[src/rtl/mhf_pkg.sv]
package mhf_pkg;

    localparam int MHF_WORDS     = 8;
    localparam int MHF_WORD_W    = 32;
    localparam int MHF_MAC_BYTES = 6;
    localparam int MHF_MAC_W     = 8 * MHF_MAC_BYTES;
    localparam int MHF_BIN_W     = $clog2(MHF_WORDS * MHF_WORD_W);
    localparam int MHF_SEL_W     = $clog2(MHF_WORDS);
    localparam int MHF_POS_W     = $clog2(MHF_WORD_W);

    localparam logic [31:0] MHF_POLY_REFL = 32'hEDB8_8320;

    typedef enum logic [1:0] {
        ENG_IDLE   = 2'd0,
        ENG_RUN    = 2'd1,
        ENG_FINISH = 2'd2
    } eng_state_e;

    // finished CRC, handed from the engine to the result stage
    typedef struct packed {
        logic                 valid;
        logic                 group;
        logic [MHF_BIN_W-1:0] bin;
    } bin_req_t;

    // single-bin table update
    typedef struct packed {
        logic                 valid;
        logic                 set;
        logic [MHF_BIN_W-1:0] bin;
    } bin_op_t;

    // fold one byte into a reflected CRC-32, least significant bit first
    function automatic logic [31:0] crc_fold_byte(input logic [31:0] crc_in,
                                                  input logic [7:0]  data);
        logic [31:0] c;
        c = crc_in ^ {24'h0, data};
        for (int i = 0; i < 8; i++) begin
            c = c[0] ? ((c >> 1) ^ MHF_POLY_REFL) : (c >> 1);
        end
        return c;
    endfunction

    // complement, bit-reverse, keep the top MHF_BIN_W bits
    function automatic logic [MHF_BIN_W-1:0] bin_from_crc(input logic [31:0] crc_reg);
        logic [31:0]          fin;
        logic [MHF_BIN_W-1:0] b;
        fin = ~crc_reg;
        for (int i = 0; i < MHF_BIN_W; i++) begin
            b[MHF_BIN_W-1-i] = fin[i];
        end
        return b;
    endfunction

    // upper bin bits pick the word
    function automatic logic [MHF_SEL_W-1:0] bin_word(input logic [MHF_BIN_W-1:0] bin);
        return bin[MHF_BIN_W-1 -: MHF_SEL_W];
    endfunction

    // lower bin bits count from the word's MSB; with a power-of-two word
    // width, (width-1) - x equals the bitwise inverse of x
    function automatic logic [MHF_POS_W-1:0] bin_bit(input logic [MHF_BIN_W-1:0] bin);
        return ~bin[MHF_POS_W-1:0];
    endfunction

endpackage

[src/rtl/mhf_crc_engine.sv]
module mhf_crc_engine
    import mhf_pkg::*;
#(
    parameter int MAC_BYTES = MHF_MAC_BYTES
) (
    input  logic                   clk,
    input  logic                   rst,
    input  logic                   start_i,
    input  logic [8*MAC_BYTES-1:0] mac_i,
    output logic                   busy_o,
    output bin_req_t               req_o
);

    localparam int MAC_W = 8 * MAC_BYTES;
    localparam int CNT_W = $clog2(MAC_BYTES + 1);
    localparam int LAST  = MAC_BYTES - 1;

    eng_state_e       state_q;
    logic [MAC_W-1:0] shift_q;
    logic [31:0]      crc_q;
    logic [CNT_W-1:0] cnt_q;
    logic             group_q;

    always_ff @(posedge clk) begin
        if (rst) begin
            state_q <= ENG_IDLE;
            shift_q <= '0;
            crc_q   <= '1;
            cnt_q   <= '0;
            group_q <= 1'b0;
        end else begin
            unique case (state_q)
                ENG_IDLE: begin
                    if (start_i) begin
                        state_q <= ENG_RUN;
                        shift_q <= mac_i;
                        group_q <= mac_i[MAC_W-8];
                        crc_q   <= '1;
                        cnt_q   <= '0;
                    end
                end
                ENG_RUN: begin
                    crc_q   <= crc_fold_byte(crc_q, shift_q[MAC_W-1 -: 8]);
                    shift_q <= {shift_q[MAC_W-9:0], 8'h00};
                    cnt_q   <= cnt_q + CNT_W'(1);
                    if (cnt_q == CNT_W'(LAST)) begin
                        state_q <= ENG_FINISH;
                    end
                end
                ENG_FINISH: state_q <= ENG_IDLE;
                default:    state_q <= ENG_IDLE;
            endcase
        end
    end

    assign busy_o      = (state_q != ENG_IDLE);
    assign req_o.valid = (state_q == ENG_FINISH);
    assign req_o.group = group_q;
    assign req_o.bin   = bin_from_crc(crc_q);

    AST_FINISH_AFTER_LAST_BYTE: assert property (@(posedge clk) disable iff (rst)
        (state_q == ENG_FINISH) |-> ($past(state_q) == ENG_RUN && $past(cnt_q) == CNT_W'(LAST)))
        else $error("finish without six folded bytes");

    AST_BUSY_START_NO_RESTART: assert property (@(posedge clk) disable iff (rst)
        (state_q == ENG_RUN && cnt_q != CNT_W'(LAST) && start_i)
            |=> (state_q == ENG_RUN && cnt_q == $past(cnt_q) + CNT_W'(1) && $stable(group_q)))
        else $error("start while busy disturbed the lookup");

endmodule

[src/rtl/mhf_hash_table.sv]
module mhf_hash_table
    import mhf_pkg::*;
#(
    parameter int WORDS  = MHF_WORDS,
    parameter int WORD_W = MHF_WORD_W
) (
    input  logic                     clk,
    input  logic                     rst,
    input  logic                     wr_en,
    input  logic [$clog2(WORDS)-1:0] wr_sel,
    input  logic [WORD_W-1:0]        wr_data,
    input  bin_op_t                  op_i,
    input  logic [$clog2(WORDS)-1:0] rd_sel,
    output logic [WORD_W-1:0]        rd_data,
    input  logic [MHF_BIN_W-1:0]     look_bin,
    output logic                     look_bit
);

    localparam int SEL_W = $clog2(WORDS);
    localparam int POS_W = $clog2(WORD_W);

    logic [WORDS-1:0][WORD_W-1:0] words_q;
    logic [WORDS-1:0][WORD_W-1:0] words_d;
    logic [SEL_W-1:0]             op_sel;
    logic [POS_W-1:0]             op_pos;

    assign op_sel = bin_word(op_i.bin);
    assign op_pos = bin_bit(op_i.bin);

    // whole-word write first, bin operation on top of it
    always_comb begin
        words_d = words_q;
        if (wr_en) begin
            words_d[wr_sel] = wr_data;
        end
        if (op_i.valid) begin
            words_d[op_sel][op_pos] = op_i.set;
        end
    end

    always_ff @(posedge clk) begin
        if (rst) begin
            words_q <= '0;
        end else begin
            words_q <= words_d;
        end
    end

    assign rd_data  = words_q[rd_sel];
    assign look_bit = words_q[bin_word(look_bin)][bin_bit(look_bin)];

    AST_TABLE_ZERO_AFTER_RESET: assert property (@(posedge clk) disable iff (rst)
        $past(rst) |-> (words_q == '0))
        else $error("table not cleared by reset");

    AST_BIN_SET_LANDS: assert property (@(posedge clk) disable iff (rst)
        (op_i.valid && op_i.set) |=> words_q[$past(op_sel)][$past(op_pos)])
        else $error("bin set did not land");

    AST_BIN_CLEAR_LANDS: assert property (@(posedge clk) disable iff (rst)
        (op_i.valid && !op_i.set) |=> !words_q[$past(op_sel)][$past(op_pos)])
        else $error("bin clear did not land");

    AST_IDLE_TABLE_STABLE: assert property (@(posedge clk) disable iff (rst)
        (!wr_en && !op_i.valid) |=> $stable(words_q))
        else $error("table changed without a command");

endmodule

[src/rtl/mhf_result_stage.sv]
module mhf_result_stage
    import mhf_pkg::*;
(
    input  logic                 clk,
    input  logic                 rst,
    input  bin_req_t             req_i,
    input  logic                 table_bit_i,
    output logic                 done_o,
    output logic                 hit_o,
    output logic [MHF_BIN_W-1:0] bin_o
);

    always_ff @(posedge clk) begin
        if (rst) begin
            done_o <= 1'b0;
            hit_o  <= 1'b0;
            bin_o  <= '0;
        end else begin
            done_o <= req_i.valid;
            if (req_i.valid) begin
                hit_o <= req_i.group & table_bit_i;
                bin_o <= req_i.bin;
            end
        end
    end

    AST_UNICAST_NEVER_HITS: assert property (@(posedge clk) disable iff (rst)
        (req_i.valid && !req_i.group) |=> (done_o && !hit_o))
        else $error("unicast address reported a hit");

    AST_DONE_SINGLE_PULSE: assert property (@(posedge clk) disable iff (rst)
        done_o |=> !done_o)
        else $error("done held longer than one cycle");

endmodule

[src/rtl/mcast_hash_filter.sv]
module mcast_hash_filter
    import mhf_pkg::*;
(
    input  logic        clk,
    input  logic        rst,
    input  logic        cfg_wr_en,
    input  logic [2:0]  cfg_wr_word,
    input  logic [31:0] cfg_wr_data,
    input  logic        bin_op_en,
    input  logic        bin_op_set,
    input  logic [7:0]  bin_op_bin,
    input  logic [2:0]  cfg_rd_word,
    output logic [31:0] cfg_rd_data,
    input  logic        lk_start,
    input  logic [47:0] lk_mac,
    output logic        lk_busy,
    output logic        lk_done,
    output logic        lk_hit,
    output logic [7:0]  lk_bin
);

    bin_op_t  op;
    bin_req_t req;
    logic     table_bit;

    assign op.valid = bin_op_en;
    assign op.set   = bin_op_set;
    assign op.bin   = bin_op_bin;

    mhf_crc_engine #(
        .MAC_BYTES (MHF_MAC_BYTES)
    ) u_engine (
        .clk     (clk),
        .rst     (rst),
        .start_i (lk_start),
        .mac_i   (lk_mac),
        .busy_o  (lk_busy),
        .req_o   (req)
    );

    mhf_hash_table #(
        .WORDS  (MHF_WORDS),
        .WORD_W (MHF_WORD_W)
    ) u_table (
        .clk      (clk),
        .rst      (rst),
        .wr_en    (cfg_wr_en),
        .wr_sel   (cfg_wr_word),
        .wr_data  (cfg_wr_data),
        .op_i     (op),
        .rd_sel   (cfg_rd_word),
        .rd_data  (cfg_rd_data),
        .look_bin (req.bin),
        .look_bit (table_bit)
    );

    mhf_result_stage u_result (
        .clk         (clk),
        .rst         (rst),
        .req_i       (req),
        .table_bit_i (table_bit),
        .done_o      (lk_done),
        .hit_o       (lk_hit),
        .bin_o       (lk_bin)
    );

    AST_BUSY_DROPS_WITH_DONE: assert property (@(posedge clk) disable iff (rst)
        lk_done |-> (!lk_busy && $past(lk_busy)))
        else $error("busy and done out of step");

endmodule

[config.mk]
export PLATFORM = sky130hd
export DESIGN_NAME = mcast_hash_filter
export DESIGN_NICKNAME = d
export VERILOG_FILES = /design/src/rtl/mhf_pkg.sv /design/src/rtl/mhf_crc_engine.sv /design/src/rtl/mhf_hash_table.sv /design/src/rtl/mhf_result_stage.sv /design/src/rtl/mcast_hash_filter.sv
export SDC_FILE = /design/constraint.sdc
export NUM_CORES = 1
export LEC_CHECK = 0
export BUFFER_PORTS_ARGS = -buffer_cell sky130_fd_sc_hd__buf_2
export CORE_MARGIN = 5
export CORE_UTILIZATION = 50
export CTS_BUF_LIST = sky130_fd_sc_hd__clkbuf_8
export DETAILED_ROUTE_END_ITERATION = 7
export HOLD_SLACK_MARGIN = 0.12
export PLACE_DENSITY_LB_ADDON = 0.12
export SETUP_SLACK_MARGIN = 0.15
export SYNTH_ARGS = -nofsm -noshare
export SYNTH_HDL_FRONTEND = slang
export SYNTH_SLANG_ARGS = --single-unit
[constraint.sdc]
create_clock -name clk -period 4 [get_ports clk]
set_input_delay 1 -clock clk [delete_from_list [all_inputs] [get_ports clk]]
set_output_delay 1 -clock clk [all_outputs]
set_load 0.1 [all_outputs]
==> reports/results.tsv <==
stage	metric	value	unit
status	outcome	finished, final reports clean	
global_routing	antenna_found_initial	7	
timing	fin_crit	3.62	ns
timing	fin_skew	0.0265	ns
layout	multi_input_area	0.0133	mm^2
setup_path	cpLargestDelayFamily	multiplexers	
clocking	cts-root-buf	clkbuf_8	
yosys	avgSynthCellArea	9.05	um^2
setup_path	reg2reg_setup_slack	1.15	ns
run	cap_violations	0	
yosys	synth.area.top_cells	dfxtp_1, mux2i_1, mux4_2, nor2_1, a31oi_1	
floorplanning	die_area	0.0473	mm^2
place	place_inst	2850	
clocking	cts_tree	done	
route	routed_wl	70.5	mm
hold_path	hp-class	flip-flop to flip-flop	
place	gp_congestion	0.841	
place	post_dp_cell_area	0.0228	mm^2
timing	slew_violations	0	
yosys	synth_seq_area_share	32.7	%
global_routing	grt_pass1_wl	108	mm
timing	rsz0062_at_grt	false	
place	dpl.hpwl	41.9	mm
global_routing	grt_util_all_layers	28.7	%
clocking	postCtsHoldBufs	0	
yosys	ys_ff_latch	352	
timing	relSlewSlack	23.7	%
clocking	cts_resized	0	
setup_path	path_class	input pin to output pin	
yosys	ys_warn_count	0	
layout	fill_cells	3844	
route	drt-initial-drc-count	2111	
place	numPortBuffers	142	
layout	nets	2474	
yosys	yosysTopAreaCell	dfxtp_1	
setup_path	critPathRequiredTime	3.00	ns
layout	drive_gt1_share	19.8	%
power	peakVddDrop	0.000265	V
clocking	clk_path_buf_depth	3	
floorplanning	die_h	217	um
yosys	yosys.area.top_type_share	32.7	%
floorplanning	io_pins	143	
setup_path	crit_buf_inv	3	
timing	finalHoldViolations	0	
setup_path	crit_path_max_incr_delay	0.55	ns
global_routing	grt_max_degree	105	
yosys	async_flop_share	0	%
yosys	syn_nets	2481	
route	antenna_left	0	
layout	area_delta_synth_final	12.0	%
layout	ff_latch_area	0.00705	mm^2
global_routing	grt_overflow	0	
floorplanning	die_w	217	um
floorplanning	rows	76	
yosys	synth.distinct_cells	60	
route	dr.pass1.iters	6	
clocking	post_cts_buffers	0	
clocking	cts.htree.levels	3	
layout	layoutNonFillerInstCount	2968	
route	wl_per_cell	23.7	um
timing	fmax	0.276	GHz
timing	worst_pin_slew	1.14	ns
setup_path	cpMostUsedCell	buf_4	
power	p_leak	0.00970	uW
route	viasPerCell	6.43	
yosys	synthFlopType	dfxtp_1	
setup_path	worstPathMaxFanout	16	
timing	fin_crit_sh	90.4	%
yosys	synth_cells	2379	
yosys	syn-cell-area	0.0215	mm^2
setup_path	arrival	2.62	ns
setup_path	slowest_stage	mux4_2	
timing	final.setup.tns	0	ns
power	powerDensity	398	mW/mm^2
route	vias	19100	
clocking	insertion_delay	0.65	ns
layout	design_area	0.0241	mm^2
setup_path	crit_path_start_kind	input pin	
clocking	path_clk_slew	0.06	ns
clocking	cts_made_buffers	66	
floorplanning	floorplan.initialDensity	50.3	%
clocking	cts_sinks	352	
setup_path	endpoint_kind	output pin	
global_routing	grt_pass1_vias	18400	
yosys	synth_edf_count	0	
route	drc	0	
floorplanning	core	0.0428	mm^2
setup_path	cp_cell_sequence	buf_4, buf_4, mux4_2, mux2_2, buf_2	
timing	setup_viol	0	
report_power, final:
part | switching [uW] | total [uW] | internal, uW
logic | 1230 | 2140 | 914
clock network | 1620 | 3570 | 1940
registers | 201 | 3880 | 3680
total | 3050 | 9590 | 6540
layout make-up:
cell class / count / share of cell area (%)
multi-input cells: 1745 / 55.1
flip-flops and latches: 352 / 29.3
repair buffers: 202 / 7.30
clock buffers: 84 / 4.80
well taps: 546 / 2.83
clock inverters: 32 / 0.664
inverters: 5 / 0.0778
diodes: 2 / 0.0208
layer usage:
layer / up-vias / routed length (um) / GRT usage [%]
met5: - / 66 / 0
met4: 12 / 2250 / 10.3
met3: 171 / 6320 / 5.97
met2: 962 / 32600 / 45.8
met1: 9239 / 29200 / 38.9
li1: 8687 / - / -
registers in the layout (all words and copies together) (netlist names):
signal	flops
u_engine.cnt_q	3
u_engine.crc_q	32
u_engine.group_q	1
u_engine.shift_q	48
u_engine.state_q	2
u_result.bin_o	8
u_result.done_o	1
u_result.hit_o	1
u_table.words_q	256
synthesized netlist by cell type, types with 36 or more instances:
master	instances
mux2_2	36
a311oi_1	39
a211oi_1	117
nand2_1	229
clkbuf_1	207
mux2i_1	275
nor2_1	380
dfxtp_1	352
a31oi_1	148
xnor2_1	46
a21oi_1	172
mux4_2	98
worst paths after layout:
kind,start,endpoint,cells after the start
min reg2reg,u_engine.cnt_q[2],u_engine.state_q[1],2
min,u_engine.cnt_q[2],u_engine.state_q[1],2
max reg2reg,u_engine.crc_q[1],u_result.hit_o,7
max,cfg_rd_word[0],cfg_rd_data[6],5
metrics by stage:
stage / setup WS [ns] / hold slack, ns / total power [uW] / utilization [%]
after floorplan: 0.210 / 0.437 / 5560 / -
after global placement: 0.381 / 0.440 / 6040 / 53.3
after detailed placement: 0.371 / 0.459 / 6070 / 53.3
after CTS: 0.368 / 0.463 / 9630 / 56.3
after global routing: 0.305 / 0.476 / 9970 / 56.3
final: 0.383 / 0.452 / 9590 / 56.3
logic make-up after synthesis:
group | count (synthesis) | share of synthesized area (%)
simple gates | 710 | 13.5
compound gates | 527 | 15.8
mux | 437 | 28.3
flops | 352 | 32.7
buf+inv | 282 | 6.01
xor+xnor | 69 | 3.49
fa+ha+maj | 2 | 0.116
cells in the final DEF, fill, tap and decap left out, drive strengths merged, types with 3 or more instances in the layout:
cell type / n
buf: 202
nor3: 31
nor2: 380
and2b: 4
nor3b: 3
o2111ai: 4
o211ai: 4
nand2: 229
a31oi: 148
or2: 12
nor4b: 3
inv: 27
o21ai: 12
xnor2: 57
clkinv: 8
nor2b: 7
nand4b: 4
nand3b: 6
dfxtp: 352
a311oi: 39
a221oi: 8
xor2: 10
clkbuf: 84
a21oi: 172
mux2: 36
mux4: 126
nand3: 12
o21bai: 10
mux2i: 275
and2: 3
nand2b: 9
a211oi: 118
tightest hold or removal path, stage by stage (launching register included):
cell and delay, ns:
dfxtp_1 0.31, nand2_1 0.08, nor3_1 0.04
(Power assumes the default switching activity.)
